`config.mk`:
```
export PLATFORM = sky130hd
export DESIGN_NAME = tamper_zeroize
export DESIGN_NICKNAME = d
export VERILOG_FILES = /design/src/rtl/zeroize_pkg.sv /design/src/rtl/tamper_deglitch.sv /design/src/rtl/zeroize_ctrl.sv /design/src/rtl/zeroize_datapath.sv /design/src/rtl/tamper_zeroize.sv
export SDC_FILE = /design/constraint.sdc
export NUM_CORES = 1
export LEC_CHECK = 0
export BUFFER_PORTS_ARGS = -buffer_cell sky130_fd_sc_hd__buf_2
export CAP_MARGIN = 20
export CORE_MARGIN = 1.5
export CORE_UTILIZATION = 51
export CTS_CLUSTER_SIZE = 8
export DETAILED_ROUTE_END_ITERATION = 12
export HOLD_SLACK_MARGIN = 0.05
export PLACE_DENSITY = 0.7
export SYNTH_ARGS = -nofsm -noshare
export SYNTH_HDL_FRONTEND = slang
export SYNTH_SLANG_ARGS = --single-unit
```
`constraint.sdc`:
```
create_clock -name clk -period 3.7 [get_ports clk]
set_clock_uncertainty 0.2 [all_clocks]
set_input_delay 0.37 -clock clk [delete_from_list [all_inputs] [get_ports clk]]
set_output_delay 0.37 -clock clk [all_outputs]
set_load 0.05 [all_outputs]
```
`src/rtl/zeroize_pkg.sv`:
```
package zeroize_pkg;

  typedef enum logic [1:0] {
    ST_IDLE  = 2'd0,
    ST_SWEEP = 2'd1,
    ST_CUT   = 2'd2
  } zeroState_t;

  // Strobes from the control FSM to the datapath.
  typedef struct packed {
    logic sweepClear;
    logic sweepStep;
    logic cutLoad;
    logic hostWrOk;
  } zeroStrobes_t;

  // Status returned by the datapath to the control FSM.
  typedef struct packed {
    logic sweepLast;
    logic cutLast;
  } zeroStatus_t;

endpackage

```
`src/rtl/tamper_deglitch.sv`:
```
module tamper_deglitch #(
  parameter int SYNC_STAGES   = 2,
  parameter int REJECT_CYCLES = 4,
  parameter int ACCEPT_CYCLES = 16
) (
  input  logic clk,
  input  logic rstN,
  input  logic tamperIn,
  output logic qualified
);
  // Trip point sits strictly above the reject width and at or below the accept width.
  localparam int TRIP = (REJECT_CYCLES + ACCEPT_CYCLES + 1) / 2;
  localparam int RUN_W = $clog2(TRIP + 1);
  localparam logic [RUN_W-1:0] TRIP_V = RUN_W'(TRIP);
  localparam logic [RUN_W-1:0] TRIP_M1 = RUN_W'(TRIP - 1);

  logic [SYNC_STAGES-1:0] syncChain;
  logic syncHi;
  logic [RUN_W-1:0] runCnt;

  genvar s;
  generate
    for (s = 0; s < SYNC_STAGES; s++) begin : g_sync
      if (s == 0) begin : g_first
        always_ff @(posedge clk or negedge rstN) begin
          if (!rstN) syncChain[0] <= 1'b0;
          else       syncChain[0] <= tamperIn;
        end
      end else begin : g_rest
        always_ff @(posedge clk or negedge rstN) begin
          if (!rstN) syncChain[s] <= 1'b0;
          else       syncChain[s] <= syncChain[s-1];
        end
      end
    end
  endgenerate

  assign syncHi = syncChain[SYNC_STAGES-1];

  // Length of the current high run, saturating at the trip point.
  always_ff @(posedge clk or negedge rstN) begin
    if (!rstN) begin
      runCnt    <= '0;
      qualified <= 1'b0;
    end else begin
      qualified <= syncHi && (runCnt == TRIP_M1);
      if (!syncHi)              runCnt <= '0;
      else if (runCnt != TRIP_V) runCnt <= runCnt + 1'b1;
    end
  end
endmodule

```
`src/rtl/zeroize_ctrl.sv`:
```
module zeroize_ctrl
  import zeroize_pkg::*;
(
  input  logic         clk,
  input  logic         rstN,
  input  logic         qualified,
  input  zeroStatus_t  status,
  output zeroStrobes_t strobes,
  output logic         busy,
  output logic         done
);
  zeroState_t state, nextState;
  logic doneSet, doneClr;

  always_comb begin
    nextState = state;
    strobes   = '0;
    doneSet   = 1'b0;
    doneClr   = 1'b0;
    case (state)
      ST_IDLE: begin
        strobes.hostWrOk = 1'b1;
        if (qualified) begin
          nextState          = ST_SWEEP;
          strobes.sweepClear = 1'b1;
          doneClr            = 1'b1;
        end
      end
      ST_SWEEP: begin
        strobes.sweepStep = 1'b1;
        if (status.sweepLast) begin
          nextState       = ST_CUT;
          strobes.cutLoad = 1'b1;
        end
      end
      ST_CUT: begin
        if (status.cutLast) begin
          nextState = ST_IDLE;
          doneSet   = 1'b1;
        end
      end
      default: nextState = ST_IDLE;
    endcase
  end

  always_ff @(posedge clk or negedge rstN) begin
    if (!rstN) begin
      state <= ST_IDLE;
      done  <= 1'b0;
    end else begin
      state <= nextState;
      if (doneClr)      done <= 1'b0;
      else if (doneSet) done <= 1'b1;
    end
  end

  assign busy = (state != ST_IDLE);
endmodule

```
`src/rtl/zeroize_datapath.sv`:
```
module zeroize_datapath
  import zeroize_pkg::*;
#(
  parameter int KEY_WORDS  = 8,
  parameter int KEY_WIDTH  = 32,
  parameter int VEC_WORDS  = 64,
  parameter int VEC_WIDTH  = 16,
  parameter int CUT_CYCLES = 1000,
  localparam int KEY_AW = $clog2(KEY_WORDS),
  localparam int VEC_AW = $clog2(VEC_WORDS)
) (
  input  logic                 clk,
  input  logic                 rstN,
  input  zeroStrobes_t         strobes,
  input  logic                 keyWrEn,
  input  logic [KEY_AW-1:0]    keyWrAddr,
  input  logic [KEY_WIDTH-1:0] keyWrData,
  input  logic [KEY_AW-1:0]    keyRdAddr,
  output logic [KEY_WIDTH-1:0] keyRdData,
  input  logic                 vecWrEn,
  input  logic [VEC_AW-1:0]    vecWrAddr,
  input  logic [VEC_WIDTH-1:0] vecWrData,
  input  logic [VEC_AW-1:0]    vecRdAddr,
  output logic [VEC_WIDTH-1:0] vecRdData,
  output zeroStatus_t          status,
  output logic                 supplyCut
);
  localparam int SWEEP = (KEY_WORDS > VEC_WORDS) ? KEY_WORDS : VEC_WORDS;
  localparam int SW_W  = $clog2(SWEEP + 1);
  localparam int CUT_W = $clog2(CUT_CYCLES + 1);
  localparam logic [SW_W-1:0]  KEY_LIM    = SW_W'(KEY_WORDS);
  localparam logic [SW_W-1:0]  VEC_LIM    = SW_W'(VEC_WORDS);
  localparam logic [SW_W-1:0]  SWEEP_LAST = SW_W'(SWEEP - 1);
  localparam logic [CUT_W-1:0] CUT_INIT   = CUT_W'(CUT_CYCLES);
  localparam logic [CUT_W-1:0] CUT_ONE    = CUT_W'(1);

  logic [SW_W-1:0]  sweepAddr;
  logic [CUT_W-1:0] cutCnt;
  logic [KEY_WIDTH-1:0] keyBank [KEY_WORDS];
  logic [VEC_WIDTH-1:0] vecBank [VEC_WORDS];
  logic keyWipe, vecWipe;

  assign keyWipe = strobes.sweepStep && (sweepAddr < KEY_LIM);
  assign vecWipe = strobes.sweepStep && (sweepAddr < VEC_LIM);

  always_ff @(posedge clk or negedge rstN) begin
    if (!rstN) begin
      sweepAddr <= '0;
    end else if (strobes.sweepClear) begin
      sweepAddr <= '0;
    end else if (strobes.sweepStep) begin
      sweepAddr <= sweepAddr + 1'b1;
    end
  end

  always_ff @(posedge clk or negedge rstN) begin
    if (!rstN) begin
      cutCnt <= '0;
    end else if (strobes.cutLoad) begin
      cutCnt <= CUT_INIT;
    end else if (cutCnt != '0) begin
      cutCnt <= cutCnt - 1'b1;
    end
  end

  // Secret storage has no reset: the sweep is the only way it is cleared.
  always_ff @(posedge clk) begin
    if (keyWipe)                          keyBank[sweepAddr[KEY_AW-1:0]] <= '0;
    else if (strobes.hostWrOk && keyWrEn) keyBank[keyWrAddr] <= keyWrData;
  end

  always_ff @(posedge clk) begin
    if (vecWipe)                          vecBank[sweepAddr[VEC_AW-1:0]] <= '0;
    else if (strobes.hostWrOk && vecWrEn) vecBank[vecWrAddr] <= vecWrData;
  end

  assign keyRdData        = keyBank[keyRdAddr];
  assign vecRdData        = vecBank[vecRdAddr];
  assign supplyCut        = (cutCnt != '0);
  assign status.sweepLast = (sweepAddr == SWEEP_LAST);
  assign status.cutLast   = (cutCnt == CUT_ONE);
endmodule

```
`src/rtl/tamper_zeroize.sv`:
```
module tamper_zeroize
  import zeroize_pkg::*;
#(
  parameter int SYNC_STAGES   = 2,
  parameter int REJECT_CYCLES = 4,
  parameter int ACCEPT_CYCLES = 16,
  parameter int KEY_WORDS     = 8,
  parameter int KEY_WIDTH     = 32,
  parameter int VEC_WORDS     = 64,
  parameter int VEC_WIDTH     = 16,
  parameter int CUT_CYCLES    = 1000,
  localparam int KEY_AW = $clog2(KEY_WORDS),
  localparam int VEC_AW = $clog2(VEC_WORDS)
) (
  input  logic                 clk,
  input  logic                 rstN,
  input  logic                 tamperIn,
  input  logic                 keyWrEn,
  input  logic [KEY_AW-1:0]    keyWrAddr,
  input  logic [KEY_WIDTH-1:0] keyWrData,
  input  logic [KEY_AW-1:0]    keyRdAddr,
  output logic [KEY_WIDTH-1:0] keyRdData,
  input  logic                 vecWrEn,
  input  logic [VEC_AW-1:0]    vecWrAddr,
  input  logic [VEC_WIDTH-1:0] vecWrData,
  input  logic [VEC_AW-1:0]    vecRdAddr,
  output logic [VEC_WIDTH-1:0] vecRdData,
  output logic                 supplyCut,
  output logic                 eraseBusy,
  output logic                 eraseDone
);
  logic         qualified;
  zeroStrobes_t strobes;
  zeroStatus_t  status;

  tamper_deglitch #(
    .SYNC_STAGES  (SYNC_STAGES),
    .REJECT_CYCLES(REJECT_CYCLES),
    .ACCEPT_CYCLES(ACCEPT_CYCLES)
  ) i_filter (
    .clk      (clk),
    .rstN     (rstN),
    .tamperIn (tamperIn),
    .qualified(qualified)
  );

  zeroize_ctrl i_ctrl (
    .clk      (clk),
    .rstN     (rstN),
    .qualified(qualified),
    .status   (status),
    .strobes  (strobes),
    .busy     (eraseBusy),
    .done     (eraseDone)
  );

  zeroize_datapath #(
    .KEY_WORDS (KEY_WORDS),
    .KEY_WIDTH (KEY_WIDTH),
    .VEC_WORDS (VEC_WORDS),
    .VEC_WIDTH (VEC_WIDTH),
    .CUT_CYCLES(CUT_CYCLES)
  ) i_datapath (
    .clk      (clk),
    .rstN     (rstN),
    .strobes  (strobes),
    .keyWrEn  (keyWrEn),
    .keyWrAddr(keyWrAddr),
    .keyWrData(keyWrData),
    .keyRdAddr(keyRdAddr),
    .keyRdData(keyRdData),
    .vecWrEn  (vecWrEn),
    .vecWrAddr(vecWrAddr),
    .vecWrData(vecWrData),
    .vecRdAddr(vecRdAddr),
    .vecRdData(vecRdData),
    .status   (status),
    .supplyCut(supplyCut)
  );
endmodule

```
==> results.cfg, run 1 <==
[power_and_ir_drop]
p_sw_frac = 0.2167
comb_power_share = 0.067
p_sw_w = 0.007222
leakagePower_nw = 19.91
pwr-share-seq = 0.498
intPower_w = 0.02610
clockPowerShare = 0.435
vdd_ir_drop_max_v = 0.0003463
p_per_area_mw_per_mm2 = 557.3

[layout]
layout_common_cells = edfxtp_1, mux4_2, buf_4, clkbuf_16, buf_2
area_delta_synth_final_pct = 17.94
drive_above_1_share = 0.3218
fin_util = 0.6076
layout_commonest_cell = edfxtp_1
nets = 2870
fillerInstances = 6706

[sta]
hold_viol = 0
grt_setup_unrepaired = false
slew_headroom = 0.2657
finalWorstSetupSlack_ns = 0.05843
period_share = 0.9842
whs_ns = 0.1069
min_period_ns = 3.642
tns_ns = 0
worst_pin_slew_ns = 1.101
finalMaxSlewViolations = 0
setup_viol = 0
max_clock_freq_mhz = 274.6

[clocking]
cts_tree = yes
clk_path_buf_depth = 3
post_cts_buffers = 0
clk_latency_ns = 0.73
htree_levels = 4
cts_buffers = 181
cts.clk_slew.worst_paths_ns = 0.05
numClockSinks = 1307
root_buffer = clkbuf_16

[worst_setup_path]
required_ns = 3.13
r2r_slack_ns = 0.51
critPathKind = reg2out
end_kind = output pin
r2r_cells = 5
r2r_start = i_ctrl.state[0]
worst_ep_arrival_time_ns = 3.07
crit_chain = mux4_2 > a22o_1 > a211oi_1 > nor3_1 > buf_4 > buf_12
path_max_fanout = 1
path_delay_family = compound AO/OA/AOI/OAI gates
start_kind = register
critPathLaunch = i_datapath.vecBank[7][9]
slowest_delay_ns = 0.74
cp_num_buf_inv = 2
endpoint = vecRdData[9]
cp.depth = 6
cp_slowest_cell = a211oi_1
timing.rr.end = i_datapath.vecBank[34][4]

[placement]
preCtsSetupSlack_ns = 0.01803
dpl.hpwl_mm = 73.62
io_buffers = 121
gp_congestion = 0.8467

[route]
vias_per_cell = 6.286
ant_nets = 0
wl_per_cell_microns = 29.68
drt-total-wl_mm = 121.9
num_vias = 25810
drc = 0
firstDrtPassIters = 8
drt_iter0_markers = 2956

[synthesis]
synth_edf_count = 1280
synth_fp_nets = 2436
synth_top_family_by_area = multiplexers
syn_area_sq_mm = 0.05070
yosys.cell_types.count = 59
avgSynthCellArea_sq_um = 21.49
synth_fa_ha_area_frac = 0.001481
synth_ff_type = edfxtp_1
postSynth.asyncResetShare = 0.02066
yosys.area_share.simple = 0.03191
synth-xor-area-share = 0.001209
muxShareOfSynthArea = 0.1511
yosysWarnings = 0
ys_seq_area_frac = 0.7714
ys_ff_latch = 1307
synth_compound_area_frac = 0.02880
synthCells = 2359

[floorplan]
ios = 122
die_x_microns = 318.3
dieArea_sq_mm = 0.1013
core_area_sq_mm = 0.09842
start_util = 0.5152
num_rows = 115
die_y_microns = 318.3

[job]
cap_violations = 0

[outcome]
status = finished clean

[grt]
antenna_found_initial = 10
gr-total-overflow = 0
grt_util_all_layers = 0.2457
grt_pass1_vias = 27030
grt_max_degree = 65
grt_pass1_wl_mm = 180.5

[hold_path]
hold_path.class = in2reg
-- state kept, by name, indices dropped and copies added (netlist names) --
signal,count
i_datapath.cutCnt,10
i_ctrl.state,2
i_filter.qualified,1
i_datapath.sweepAddr,7
i_filter.syncChain,1
i_filter.runCnt,4
i_ctrl.done,1
i_datapath.keyBank,256
i_filter.syncHi,1
i_datapath.vecBank,1024
-- through the flow --
stage,total power [W],instances,instance area [sq um]
global route,0.03427,4104,59800
detailed placement,0.01908,3858,54510
global placement,0.01902,3858,54510
floorplan,0.01815,2359,50700
CTS,0.03355,4098,59780
finish,0.03333,4105,59800
-- power by group through the flow --
stage | registers, W | clock network, W | logic, W
after floorplan | 0.0169 | 0 | 0.00129
after global placement | 0.0169 | 0 | 0.00216
after detailed placement | 0.0169 | 0 | 0.00220
after CTS | 0.0166 | 0.0147 | 0.00225
after global routing | 0.0166 | 0.0153 | 0.00235
final | 0.0166 | 0.0145 | 0.00223
-- worst min-delay path by stage --
stage | end | start | depth (start not counted)
floorplan | i_ctrl.done | rstN | 0
global placement | i_filter.syncHi | i_filter.syncChain[0] | 0
detailed placement | i_filter.syncHi | i_filter.syncChain[0] | 0
CTS | i_datapath.vecBank[18][10] | vecWrData[10] | 2
global route | i_datapath.vecBank[22][10] | vecWrData[10] | 2
finish | i_datapath.vecBank[22][10] | vecWrData[10] | 2
-- metal layers --
metal  vias up  part of all wire  global-route usage
met5         -          0.000082                   0
li1      10710                 -                   -
met2      1264              0.50              0.4078
met4         2             0.035             0.09452
met3       247             0.080             0.04471
met1     13590              0.38              0.3261
-- area by class of cell --
cell class / instances / area [sq um] / area share
Tap cell: 1287 / 1610 / 0.02693
Antenna cell: 6 / 15.01 / 0.0002511
Timing Repair Buffer: 375 / 3159 / 0.05283
Clock buffer: 186 / 4548 / 0.07606
Inverter: 14 / 52.55 / 0.0008788
Clock inverter: 16 / 324.1 / 0.005419
Sequential cell: 1307 / 39110 / 0.6541
Multi-Input combinational cell: 914 / 10980 / 0.1836
-- cell usage after synthesis (5+ instances only) --
cell type	instances	area share
buf_2	37	0.0037
nor4_1	8	0.00099
nor3_1	11	0.0011
nor2b_1	11	0.0014
a22o_1	36	0.0062
mux4_2	280	0.12
a211oi_1	29	0.0043
o221ai_1	32	0.0055
nor2_1	98	0.0073
mux2_2	52	0.012
nand4b_1	6	0.0010
o22a_1	8	0.0014
edfxtp_1	1280	0.76
nand2b_1	11	0.0014
nand3_1	19	0.0019
dfrtp_1	27	0.013
nor4bb_1	8	0.0016
and2_1	57	0.0070
or4_1	6	0.00089
mux2i_1	77	0.015
inv_1	14	0.0010
ha_1	6	0.0015
o22ai_1	36	0.0044
buf_6	8	0.0018
a22oi_1	8	0.0012
a221oi_1	8	0.0014
clkbuf_1	48	0.0036
nand2_1	37	0.0027
buf_4	24	0.0036
o21ai_0	9	0.00089
buf_1	7	0.00052
or4bb_1	5	0.0011
-- cell families (layout without fill, tap and decap cells) --
kind of cell               Yosys count  count (layout)
DFF                               1307            1307
muxes                              409             409
and+or+nand+nor                    301             301
AOI/OAI and AO/OA                  191             191
buffers and inverters              138             591
xor gates and xnor gates             7               7
adders and majority gates            6               6
other                                0               6
-- what timing repair did --
| item | in CTS | in global routing |
|---|---|---|
| endpoints found under the hold margin | 300 | 0 |
| hold buffers | 38 | 0 |
| setup endpoints to repair | 1 | 0 |
| gates resized for setup | 1 | 0 |
No activity file was read; power rests on OpenSTA's default activity.
==> run 2, diff against run 1 <==
PLACE_DENSITY = 0.67   (was 0.7)
clock period = 4.36 ns   (was 3.7 ns; I/O delays follow)
==> run 2 against run 1 <==
Highest routed layer unchanged. Wire length grew 0.19%. Critical endpoint is now vecRdData[7]. Register-to-register slack gained 0.32 ns. Die area is the same. Cell area shrank 0.79%. Total power shrank 15%. Non-clock buffer count shrank 55. Worst hold slack gained 0.027 ns.
==> results.cfg, run 2 (synthesized netlist as in run 1, its figures left out) <==
[worst_setup_path]
r2r_start = i_ctrl.state[0]
r2r_cells = 5
start_kind = input pin
path_max_fanout = 52
r2r_slack_ns = 0.83
critPathLaunch = vecRdAddr[1]
required_ns = 3.72
timing.rr.end = i_datapath.vecBank[45][3]
end_kind = output pin
worst_ep_arrival_time_ns = 3.30
critPathKind = in2out

[sta]
min_period_ns = 3.940
tns_ns = 0
finalMaxSlewViolations = 0
slew_headroom = 0.2687
max_clock_freq_mhz = 253.8
period_share = 0.9036
grt_setup_unrepaired = false
setup_viol = 0
worst_pin_slew_ns = 1.097
hold_viol = 0

[route]
drc = 0
drt_iter0_markers = 2921
num_vias = 25530
vias_per_cell = 6.286
ant_nets = 0
firstDrtPassIters = 6
drt-total-wl_mm = 122.1
wl_per_cell_microns = 30.06

[power_and_ir_drop]
vdd_ir_drop_max_v = 0.0002944
clockPowerShare = 0.437
intPower_w = 0.02209
leakagePower_nw = 19.62
p_sw_w = 0.006197
pwr-share-seq = 0.498
p_per_area_mw_per_mm2 = 476.7
p_sw_frac = 0.2191
comb_power_share = 0.065

[placement]
io_buffers = 121
dpl.hpwl_mm = 73.31
place_area_sq_mm = 0.05397
gp_congestion = 0.8672

[grt]
grt_util_all_layers = 0.2451
grt_pass1_vias = 26610
grt_max_degree = 55
gr-total-overflow = 0
grt_pass1_wl_mm = 180.1
antenna_found_initial = 7

[layout]
nets = 2815
largestRegisters = i_datapath.vecBank (1024), i_datapath.keyBank (256), i_datapath.cutCnt (10)
largest_reg_flops = 1024
area_delta_synth_final_pct = 17.01
top_register = i_datapath.vecBank
fin_util = 0.6028
design_area_sq_mm = 0.05933
layout_common_cells = edfxtp_1, mux4_2, clkbuf_16, buf_4, buf_2
layout_commonest_cell = edfxtp_1
drive_above_1_share = 0.3069

[clocking]
cts_resized = 0
htree_levels = 4
numClockSinks = 1307
cts_tree = yes
cts.clk_slew.worst_paths_ns = 0.04
cts_buffers = 181
clk_latency_ns = 0.77
clk_path_buf_depth = 3
root_buffer = clkbuf_16

[floorplan]
num_rows = 115
die_y_microns = 318.3
start_util = 0.5152
die_x_microns = 318.3
ios = 122
dieArea_sq_mm = 0.1013
core_area_sq_mm = 0.09842

[hold_path]
hold_path_end = i_filter.syncChain[0]
hp-start = tamperIn
min_path_cells = 2
hold_path.class = in2reg

[job]
cap_violations = 0

[outcome]
status = finished clean
run 2: cell types whose count changed in the layout (fill, tap and decap cells not counted), sizes merged:
cell,change
clkbuf,+8
clkinv,+3
diode,+3
bufinv,-1
buf,-55
inv,-1
run 2: worst max path at each step:
stage          depth (start not counted)            end  slack (ns)
3_5_place_dp                           8   vecRdData[7]        0.44
5_1_grt                                8   vecRdData[7]        0.36
4_1_cts                                8   vecRdData[7]        0.43
6_report                               8   vecRdData[7]        0.42
3_3_place_gp                           8   vecRdData[7]        0.46
2_1_floorplan                          7  vecRdData[11]        0.59
run 2: what timing repair did:
| item | 4_1_cts | 5_1_grt |
|---|---|---|
| hold buffers | 36 | 2 |
| hold endpoints to repair | 284 | 10 |
| setup buffers | 0 | 0 |
run 2: metrics by stage:
stage | hold WS [ns] | instances | setup slack (ns) | total power (W)
final | 0.1340 | 4062 | 0.4201 | 0.02828
after floorplan | -0.05959 | 2359 | 0.5857 | 0.01540
after global routing | 0.1455 | 4057 | 0.3554 | 0.02905
after CTS | 0.08835 | 4048 | 0.4280 | 0.02845
after global placement | 0.1353 | 3801 | 0.4602 | 0.01609
after detailed placement | 0.1371 | 3801 | 0.4403 | 0.01614
run 2: power groups by stage:
| stage | Clock, W | Sequential [W] | Combinational (W) |
|---|---|---|---|
| 6_report | 0.0123 | 0.0141 | 0.00184 |
| 5_1_grt | 0.0130 | 0.0141 | 0.00194 |
| 4_1_cts | 0.0125 | 0.0141 | 0.00185 |
| 3_5_place_dp | 0 | 0.0143 | 0.00182 |
| 3_3_place_gp | 0 | 0.0143 | 0.00178 |
| 2_1_floorplan | 0 | 0.0143 | 0.00109 |
run 2: layout make-up:
| type | count | area (sq um) |
|---|---|---|
| clock inverter | 17 | 321.6 |
| multi-input combinational | 914 | 10970 |
| inverter | 14 | 52.55 |
| antenna | 9 | 22.52 |
| clock buffer | 194 | 4578 |
| sequential | 1307 | 39110 |
| fill | 6754 | 39090 |
| timing repair buffer | 320 | 2659 |
| tap | 1287 | 1610 |
run 2: worst max-delay path, cell delays in order:
cell	delay (ns)
buf_6	0.41
or3b_1	0.69
buf_4	0.27
o221ai_1	0.21
a211oi_1	0.70
nor4bb_1	0.17
buf_4	0.19
buf_12	0.14
run 2: metal layers:
layer / track usage / up-vias / routed length [microns] / part of all wire
li1: - / 10610 / - / -
met1: 0.3345 / 13580 / 47760 / 0.39
met2: 0.3945 / 1132 / 60730 / 0.50
met3: 0.04452 / 212 / 9266 / 0.076
met4: 0.09963 / 4 / 4304 / 0.035
met5: 0 / - / 25 / 0.00020
